[src/rtl/opnd_seq_pkg.sv]
package opnd_seq_pkg;

    localparam int LM_LW_WORDS = 2048;
    localparam int RF_LW_WORDS = 256;
    localparam int UNITS_PER_LW = 2;
    localparam int LM_UNITS = LM_LW_WORDS * UNITS_PER_LW;
    localparam int RF_UNITS = RF_LW_WORDS * UNITS_PER_LW;
    localparam int SEQ_ADDR_W = $clog2(LM_UNITS);
    localparam int SEQ_CNT_W = SEQ_ADDR_W + 1;
    localparam int STRIDE_W = 3;

    typedef enum logic [1:0] {
        OW_32  = 2'b00,
        OW_64  = 2'b01,
        OW_128 = 2'b10,
        OW_BAD = 2'b11
    } op_width_e;

    typedef enum logic {
        MEM_LOCAL = 1'b0,
        MEM_REGF  = 1'b1
    } mem_kind_e;

    typedef struct packed {
        logic align;
        logic range;
    } seq_err_t;

    function automatic logic [STRIDE_W-1:0] stride_of(op_width_e w);
        case (w)
            OW_32:   return 3'd1;
            OW_64:   return 3'd2;
            OW_128:  return 3'd4;
            default: return 3'd0;
        endcase
    endfunction

    function automatic logic misaligned(op_width_e w, logic [1:0] lo);
        case (w)
            OW_32:   return 1'b0;
            OW_64:   return lo[0];
            OW_128:  return |lo;
            default: return 1'b1;
        endcase
    endfunction

endpackage

[src/rtl/seq_check.sv]
module seq_check
    import opnd_seq_pkg::*;
#(
    parameter int ADDR_W  = SEQ_ADDR_W,
    parameter int CNT_W   = SEQ_CNT_W,
    parameter int LM_SIZE = LM_UNITS,
    parameter int RF_SIZE = RF_UNITS
) (
    input  logic [ADDR_W-1:0]   base_i,
    input  op_width_e           width_i,
    input  logic [CNT_W-1:0]    count_i,
    input  mem_kind_e           kind_i,
    output logic [STRIDE_W-1:0] stride_o,
    output seq_err_t            err_o
);

    localparam int SUM_W = ADDR_W + CNT_W + STRIDE_W + 1;

    logic [SUM_W-1:0] end_unit;
    logic [SUM_W-1:0] limit;

    always_comb begin
        stride_o  = stride_of(width_i);
        end_unit  = SUM_W'(base_i) + SUM_W'(count_i) * SUM_W'(stride_o);
        limit     = (kind_i == MEM_REGF) ? SUM_W'(RF_SIZE) : SUM_W'(LM_SIZE);
        err_o.align = misaligned(width_i, base_i[1:0]);
        err_o.range = end_unit > limit;
    end

    always_comb begin
        if (!err_o.align) begin
            p_aligned_stride_r6: assert (stride_o != '0);
        end
    end

endmodule

[src/rtl/seq_walker.sv]
module seq_walker
    import opnd_seq_pkg::*;
#(
    parameter int ADDR_W = SEQ_ADDR_W,
    parameter int CNT_W  = SEQ_CNT_W
) (
    input  logic                clk,
    input  logic                rst,
    input  logic                launch_i,
    input  logic                empty_i,
    input  logic [ADDR_W-1:0]   base_i,
    input  logic [STRIDE_W-1:0] stride_i,
    input  logic [CNT_W-1:0]    count_i,
    input  logic                side_i,
    input  logic                adv_i,
    output logic [ADDR_W-1:0]   addr_o,
    output logic                side_o,
    output logic                active_o,
    output logic                done_o
);

    logic                active_q;
    logic                done_q;
    logic                side_q;
    logic [ADDR_W-1:0]   addr_q;
    logic [CNT_W-1:0]    rem_q;
    logic [STRIDE_W-1:0] stride_q;
    logic                last_elem;

    assign last_elem = (rem_q == CNT_W'(1));

    always_ff @(posedge clk) begin
        if (rst) begin
            active_q <= 1'b0;
            done_q   <= 1'b0;
            side_q   <= 1'b0;
            addr_q   <= '0;
            rem_q    <= '0;
            stride_q <= '0;
        end else begin
            done_q <= 1'b0;
            if (!active_q) begin
                if (launch_i) begin
                    active_q <= 1'b1;
                    addr_q   <= base_i;
                    rem_q    <= count_i;
                    stride_q <= stride_i;
                    side_q   <= side_i;
                end else if (empty_i) begin
                    done_q <= 1'b1;
                end
            end else if (adv_i) begin
                if (last_elem) begin
                    active_q <= 1'b0;
                    done_q   <= 1'b1;
                end else begin
                    addr_q <= addr_q + ADDR_W'(stride_q);
                    rem_q  <= rem_q - CNT_W'(1);
                end
            end
        end
    end

    assign addr_o   = addr_q;
    assign side_o   = side_q;
    assign active_o = active_q;
    assign done_o   = done_q;

    p_first_addr_r2: assert property (@(posedge clk) disable iff (rst)
        (launch_i && !active_q) |=> (active_q && addr_q == $past(base_i)));

    p_stride_step_r3: assert property (@(posedge clk) disable iff (rst)
        (active_q && adv_i && !last_elem) |=> (addr_q == $past(addr_q) + ADDR_W'($past(stride_q))));

    p_hold_r4: assert property (@(posedge clk) disable iff (rst)
        (active_q && !adv_i) |=> (active_q && $stable(addr_q) && $stable(side_q)));

    p_done_single_r5: assert property (@(posedge clk) disable iff (rst)
        done_q |=> !done_q);

    p_done_after_last_r5: assert property (@(posedge clk) disable iff (rst)
        (active_q && adv_i && last_elem) |=> (done_q && !active_q));

    p_side_steady_r9: assert property (@(posedge clk) disable iff (rst)
        (active_q && !(adv_i && last_elem)) |=> $stable(side_q));

endmodule

[src/rtl/opnd_addr_seq.sv]
module opnd_addr_seq
    import opnd_seq_pkg::*;
#(
    parameter int ADDR_W  = SEQ_ADDR_W,
    parameter int CNT_W   = SEQ_CNT_W,
    parameter int LM_SIZE = LM_UNITS,
    parameter int RF_SIZE = RF_UNITS
) (
    input  logic              clk,
    input  logic              rst,
    input  logic              start_i,
    input  logic [ADDR_W-1:0] base_i,
    input  logic [1:0]        width_i,
    input  logic [CNT_W-1:0]  count_i,
    input  logic              mem_sel_i,
    input  logic              side_i,
    input  logic              adv_i,
    output logic [ADDR_W-1:0] addr_o,
    output logic              side_o,
    output logic              valid_o,
    output logic              done_o,
    output logic              align_err_o,
    output logic              range_err_o
);

    logic [STRIDE_W-1:0] stride;
    seq_err_t            req_err;
    seq_err_t            err_q;
    logic                busy;
    logic                accept;
    logic                req_bad;
    logic                launch;
    logic                empty;

    seq_check #(
        .ADDR_W (ADDR_W),
        .CNT_W  (CNT_W),
        .LM_SIZE(LM_SIZE),
        .RF_SIZE(RF_SIZE)
    ) i_check (
        .base_i  (base_i),
        .width_i (op_width_e'(width_i)),
        .count_i (count_i),
        .kind_i  (mem_kind_e'(mem_sel_i)),
        .stride_o(stride),
        .err_o   (req_err)
    );

    assign accept  = start_i && !busy;
    assign req_bad = req_err.align || req_err.range;
    assign launch  = accept && !req_bad && (count_i != '0);
    assign empty   = accept && !req_bad && (count_i == '0);

    always_ff @(posedge clk) begin
        if (rst) begin
            err_q <= '0;
        end else if (accept) begin
            err_q <= req_err;
        end
    end

    seq_walker #(
        .ADDR_W(ADDR_W),
        .CNT_W (CNT_W)
    ) i_walker (
        .clk     (clk),
        .rst     (rst),
        .launch_i(launch),
        .empty_i (empty),
        .base_i  (base_i),
        .stride_i(stride),
        .count_i (count_i),
        .side_i  (side_i),
        .adv_i   (adv_i),
        .addr_o  (addr_o),
        .side_o  (side_o),
        .active_o(busy),
        .done_o  (done_o)
    );

    assign valid_o     = busy;
    assign align_err_o = err_q.align;
    assign range_err_o = err_q.range;

    p_align_blocks_r6: assert property (@(posedge clk) disable iff (rst)
        align_err_o |-> (!valid_o && !done_o));

    p_range_blocks_r7: assert property (@(posedge clk) disable iff (rst)
        range_err_o |-> (!valid_o && !done_o));

    p_done_quiet_r5: assert property (@(posedge clk) disable iff (rst)
        done_o |-> !valid_o);

    p_busy_start_ignored_r10: assert property (@(posedge clk) disable iff (rst)
        (valid_o && start_i && !adv_i) |=> (valid_o && $stable(addr_o)));

    p_err_held_r6: assert property (@(posedge clk) disable iff (rst)
        !start_i |=> ($stable(align_err_o) && $stable(range_err_o)));

endmodule

[config.mk]
export PLATFORM = sky130hd
export DESIGN_NAME = opnd_addr_seq
export DESIGN_NICKNAME = d
export VERILOG_FILES = /design/src/rtl/opnd_seq_pkg.sv /design/src/rtl/seq_check.sv /design/src/rtl/seq_walker.sv /design/src/rtl/opnd_addr_seq.sv
export SDC_FILE = /design/constraint.sdc
export NUM_CORES = 1
export LEC_CHECK = 0
export BUFFER_PORTS_ARGS = -buffer_cell sky130_fd_sc_hd__buf_4
export CORE_MARGIN = 2
export CORE_UTILIZATION = 55
export CTS_BUF_LIST = sky130_fd_sc_hd__clkbuf_8
export DETAILED_ROUTE_END_ITERATION = 16
export GPL_TIMING_DRIVEN = 0
export PLACE_DENSITY = 0.86
export SLEW_MARGIN = 0
export SYNTH_ARGS = -nofsm -noshare
export SYNTH_HDL_FRONTEND = slang
export SYNTH_SLANG_ARGS = --single-unit
[constraint.sdc]
create_clock -name clk -period 5.13 [get_ports clk]
set_input_delay 0.513 -clock clk [delete_from_list [all_inputs] [get_ports clk]]
set_output_delay 0.513 -clock clk [all_outputs]
set_load 0.05 [all_outputs]
Word level (Yosys, flattened, before mapping)
Cells that the tools add are included.
Cells by class
  bitwise logic cells: 1
  $add $sub $neg: 3
  mux-type cells: 20
  multiply operators: 1
  reductions and logical operators: 14
  equality and inequality tests: 5
  order comparisons: 1
Operator list (count)
  $mux 13: 5
  $mux 12: 4
  $gt 29x29->1: 1
  $add 12x16->17: 1
  $mul 13x3->16: 1
  $eq 13x1->1 const B: 1
  $logic_not 13->1: 1
  $reduce_bool 13->1: 1
  $sub 13x1->13 const B: 1
  $add 12x3->12: 1
  $mux 1: 9
  $pmux 3 s3: 1
  $logic_and 1x1->1: 4
  $ne 2x2->1 const B: 2
  $pmux 1 s3: 1
  $reduce_and 3->1: 1
  $eq 2x1->1 const B: 1
  $eq 2x2->1 const B: 1
  $logic_not 1->1: 2
  $logic_not 2->1: 1
  $reduce_and 2->1: 1
  $reduce_bool 2->1: 1
  $reduce_or 2->1: 1
  $logic_or 1x1->1: 1
  $not 1->1: 1
Storage, ports and cells
  flip-flop bits (word level): 33
  word-level logic and storage cells: 53
  input port bits: 33

Depth between registers and ports, before layout
  word-level depth: 12
  mapped depth: 26
  depth with buffers taken out: 22

Modules after synthesis
Synthesis repeated with hierarchy kept, for this count alone.
Unflattened totals
  cell total of the unflattened synthesis: 499
  area, all modules: 3967.6 um^2
By module, submodules not included
  seq_walker: seq. area each 620.6 um^2, cells an instance 242, area an instance 2047.0 um^2, instances 1
  seq_check: seq. area each 0.0 um^2, cells an instance 240, area an instance 1794.2 um^2, instances 1
  opnd_addr_seq: seq. area each 40.0 um^2, cells an instance 17, area an instance 126.4 um^2, instances 1

Least setup slack after synthesis
OpenSTA, ideal clock, no wires.
  path type: input to register
  from: input port width_i[1]
  to: register i_walker.rem_q[1]
  setup time: 0.087 ns
  setup slack: -0.390 ns
  buffers on the path: 2
  arrival: 5.433 ns
  cell stages on the path: 24
  cell sequence: nor2b_1 -> clkbuf_1 -> nand2_1 -> fa_1 -> inv_1 -> fa_1 -> inv_1 -> fa_1 -> nand2b_1 -> a21oi_1 -> nor2_1 -> o21ai_0 -> xnor2_1 -> ha_1 -> nand2_1 -> nor3_1 -> o211ai_1 -> a221oi_2 -> o211ai_1 -> a2111oi_4 -> a21boi_2 -> buf_6 -> or4_1 -> o31ai_1
Between the ends
  longest elaborated chain between the ends: 11
  elaborated cells on any way between the ends: 14
  those cells by class: add/sub (1); mul (1); order compare (1); eq/ne (2); mux (2); reduce/logical (7)
RTL lines
  start: declaration: line opnd_addr_seq.sv:13  | input logic [1:0] width_i,
  $eq 2x2->1 (tied with other cells): line opnd_seq_pkg.sv:30, opnd_seq_pkg.sv:39
  $pmux 3 s3: line opnd_seq_pkg.sv:30  | case (w)
  $mul 13x3->16: line seq_check.sv:24  | end_unit = SUM_W'(base_i) + SUM_W'(count_i) * SUM_W'(stride_o);
  $add 12x16->17: line seq_check.sv:24
  $gt 29x29->1: line seq_check.sv:27  | err_o.range = end_unit > limit;
  $logic_or 1x1->1 (*): line opnd_addr_seq.sv:50  | assign req_bad = req_err.align || req_err.range;
  $logic_not 1->1 (*): line opnd_addr_seq.sv:51  | assign launch = accept && !req_bad && (count_i != '0);
  $logic_and 1x1->1 (*) (2 in a row): line opnd_addr_seq.sv:51
  $reduce_bool 2->1 (no line) (*)
  $reduce_and 3->1 (no line) (*)
  end signal: assignment: line seq_walker.sv:46  | rem_q <= count_i;
  end signal: assignment: line seq_walker.sv:58  | rem_q <= rem_q - CNT_W'(1);
  end: declaration: line seq_walker.sv:26  | logic [CNT_W-1:0] rem_q;
Mark *: on every way between the ends. The rest lies on a longest branch, timed or not.
A chain may end at the register's enable or synchronous reset.

Worst setup path in the final report
  from: input port width_i[1]
  to: register i_walker.rem_q[12]
Same word-level chain as after synthesis.

==> results.yml <==
sta:
  worstMarginPinSlew_ns: 0.9953
  rsz0062_at_grt: "yes"
  timing.max_slew.rel_slack: 0.3364
  hold_viol_final: 0
  report.final.slew_viol_count: 0
  finalSetupViolations: 29
  final.setup.worst_slack_ns: -0.2129
  finalCritPeriodShare: 1.041
  clock_period_minus_worst_slack_ns: 5.343
  fmaxAchievable_mhz: 187.2
  hold_ws_ns: 0.4584
  finClkSkew_ns: 0.007741
clock_tree:
  clk_latency_ns: 0.30
  root_buffer: "sky130_fd_sc_hd__clkbuf_8"
  tritoncts: "yes"
  numCtsBuffers: 5
  cts.htree.levels: 2
  number_of_buffers_on_the_longest_clock_path: 2
  clkTransAtPathRegs_ns: 0.07
  clock_sink_count: 33
  cts_hold_repair.buffers: 0
floorplan:
  pin_count: 50
  core_um2: 6832
  placement_rows: 30
  fp.dieArea_um2: 7773
  initial_core_utilization: 0.5703
  die_y_um: 88.17
  die_x_um: 88.17
cells_and_area:
  finish.instance_area_um2: 5304
  num-nets-final: 693
  antennaDiodeCount: 0
  area_delta_synth_final_pct: 36.13
  fill_cells: 455
  layout.cells.most_common: "sky130_fd_sc_hd__buf_4"
  layout_common_cells: "sky130_fd_sc_hd__buf_4, sky130_fd_sc_hd__inv_1, sky130_fd_sc_hd__nand2_1, sky130_fd_sc_hd__and2_1, sky130_fd_sc_hd__dfxtp_1"
  final_layout_size_suffix_gt1_frac: 0.2759
  final_core_utilization: 0.7764
synth:
  synthXorXnorAreaFrac: 0.01349
  netlist_instances: 515
  number_of_nets_in_the_synthesized_netlist: 599
  synth_area_per_cell_um2: 7.566
  ys_dominant_reg_cell: "sky130_fd_sc_hd__dfxtp_1"
  synth_enable_flop_cells: 0
  ys_seq_area_frac: 0.1696
  synth-adder-area-share: 0.2081
  synth_top_family_by_area: "simple AND/OR/NAND/NOR gates"
  syn_area_um2: 3896
  synth-simple-area-share: 0.2649
  async_reset_ff_frac: 0
  synth.area.mux_share: 0.02697
  synth_seq_cells: 33
  synth-compound-area-share: 0.2245
  post_synth_num_cell_types: 62
  yosys_warnings: 0
route:
  via_count: 4516
  routed_wire_length_per_instance_um: 20.24
  via_per_inst: 6.406
  route.detailed.drc: 0
  ant_nets: 0
  detailedRoute.firstIterationViolations: 382
  drt_wl_total_mm: 14.27
  firstDrtPassIters: 5
setup_path:
  path_max_fanout: 7
  critPathKind: "in -> reg"
  r2r-start: "i_walker.active_o$_SDFF_PP0_"
  worstPathRequired_ns: 5.32
  worstSetupStartpoint: "width_i[1]"
  worst_setup_path_start_kind: "input port"
  critPathCaptureType: "flop"
  critPathArrivalTime_ns: 5.53
status:
  violations: "setup timing"
  result_of_the_run: "finished with violations"
run:
  max_cap_violations: 0
place:
  detailedPlacementHpwl_mm: 9.038
  finalWeightedCongestion: 0.9702
  dp_worst_setup_slack_ns: -1.013
  placed_area_um2: 4439
  numPortBuffers: 49
power_and_ir_drop:
  power.density_nw_per_um2: 273.0
  leakage_nw: 2.372
  power.ir.vdd_worst_uv: 309.3
  total_power_mw: 1.448
grt:
  antenna_violations_before_repair: 0
  first_global_vias: 4387
  pin_count_of_the_biggest_net_entering_global_routing: 11
  global_route.overflow_total: 0
  grt_pass1_wl_mm: 20.53
  grt.total_usage: 0.3392
hold_path:
  hold_path_startpoint: "side_i"
  holdCritPathClass: "in -> reg"
==> routing by layer <==
layer	vias to the layer above	GRT usage	wire length, µm
li1	1977	-	-
met1	2105	0.3793	5060
met2	332	0.6042	7005
met3	102	0.07069	1291
met4	0	0.1749	910
met5	-	0	0
==> critical path: stages <==
cell                       delay (ns)
sky130_fd_sc_hd__buf_8           0.09
sky130_fd_sc_hd__nor2b_4         0.19
sky130_fd_sc_hd__buf_8           0.14
sky130_fd_sc_hd__nand2_4         0.05
sky130_fd_sc_hd__fa_1            0.54
sky130_fd_sc_hd__inv_2           0.05
sky130_fd_sc_hd__fa_1            0.51
sky130_fd_sc_hd__buf_4           0.16
sky130_fd_sc_hd__ha_1            0.28
sky130_fd_sc_hd__a21o_1          0.18
sky130_fd_sc_hd__nand4_1         0.18
sky130_fd_sc_hd__a21oi_2         0.20
sky130_fd_sc_hd__nor2_1          0.05
sky130_fd_sc_hd__nor2_1          0.10
sky130_fd_sc_hd__nor2_1          0.06
sky130_fd_sc_hd__xnor2_1         0.12
sky130_fd_sc_hd__ha_1            0.34
sky130_fd_sc_hd__buf_4           0.13
sky130_fd_sc_hd__nand2_1         0.06
sky130_fd_sc_hd__o311ai_2        0.31
sky130_fd_sc_hd__nor4_4          0.09
sky130_fd_sc_hd__buf_6           0.15
sky130_fd_sc_hd__a21boi_4        0.24
sky130_fd_sc_hd__buf_6           0.19
sky130_fd_sc_hd__buf_4           0.15
sky130_fd_sc_hd__buf_4           0.12
sky130_fd_sc_hd__a21oi_1         0.04
sky130_fd_sc_hd__o32ai_1         0.29
==> repair_timing <==
action,4_1_cts,5_1_grt
setup buffers,23,13
pin swaps,26,28
gates cloned,0,2
resized for setup,46,50
setup endpoints to repair,31,31
==> area by class of cell <==
cell class,count,area [µm²],area share
inverters,69,259.0,0.04883
clock inverters,1,3.754,0.0007077
plain buffers,23,186.4,0.03515
flip-flops and latches,33,660.6,0.1246
multi-input cells,390,3268,0.6162
clock buffers,6,82.58,0.01557
well taps,96,120.1,0.02265
repair buffers,87,723.2,0.1364
==> per-stage QoR <==
step | setup TNS, ns | instances
2_1_floorplan | -0.01915 | 515
3_3_place_gp | -21.64 | 660
3_5_place_dp | -25.69 | 660
4_1_cts | -0.2063 | 690
5_1_grt | -11.07 | 705
6_report | -3.766 | 705
==> kinds of logic (layout without fill, tap and decap cells) <==
logic type      count (synthesis)  in the layout
mux                            10             10
buf+inv                        92            186
fa+ha+maj                      51             51
flops                          33             33
compound gates                127            127
xor+xnor                        6              6
simple gates                  196            196
==> report_power, final <==
group | switching [mW] | total [mW] | leakage (nW) | internal (mW)
clock network | 0.0999 | 0.204 | 0.0485 | 0.105
logic | 0.532 | 0.928 | 2.06 | 0.396
registers | 0.0304 | 0.315 | 0.267 | 0.285
total | 0.662 | 1.45 | 2.37 | 0.786
==> cells in the mapped netlist (8+ instances only) <==
library cell,count,area share
sky130_fd_sc_hd__and3_1,10,0.016
sky130_fd_sc_hd__nor2b_1,8,0.013
sky130_fd_sc_hd__o32ai_1,13,0.029
sky130_fd_sc_hd__a21oi_1,46,0.059
sky130_fd_sc_hd__o21ai_0,20,0.026
sky130_fd_sc_hd__fa_1,23,0.12
sky130_fd_sc_hd__nor2_1,31,0.030
sky130_fd_sc_hd__nand3_1,10,0.013
sky130_fd_sc_hd__nand4_1,8,0.013
sky130_fd_sc_hd__inv_1,67,0.065
sky130_fd_sc_hd__dfxtp_1,33,0.17
sky130_fd_sc_hd__nor3_1,12,0.015
sky130_fd_sc_hd__nand2_1,54,0.052
sky130_fd_sc_hd__and2_1,34,0.055
sky130_fd_sc_hd__mux2i_1,9,0.023
sky130_fd_sc_hd__ha_1,28,0.090
sky130_fd_sc_hd__a21o_1,10,0.019
sky130_fd_sc_hd__clkbuf_1,18,0.017
==> registers in the layout (all words and copies together) (netlist names) <==
| name | flops |
|---|---|
| i_walker.side_o | 1 |
| i_walker.active_o | 1 |
| i_walker.stride_q | 3 |
| i_walker.rem_q | 13 |
| i_walker.addr_o | 12 |
| range_err_o | 1 |
| i_walker.done_o | 1 |
| align_err_o | 1 |
==> path summary, 6_finish.rpt <==
check / to / slack, ns / cells after the start
max: i_walker.rem_q[12]$_SDFFE_PP0P_ / -0.21 / 28
min: i_walker.side_o$_SDFFE_PP0P_ / 0.46 / 3
max reg2reg: i_walker.rem_q[1]$_SDFFE_PP0P_ / 2.57 / 10
min reg2reg: i_walker.addr_o[3]$_SDFFE_PP0P_ / 0.50 / 2
No activity file was read; power rests on OpenSTA's default activity.
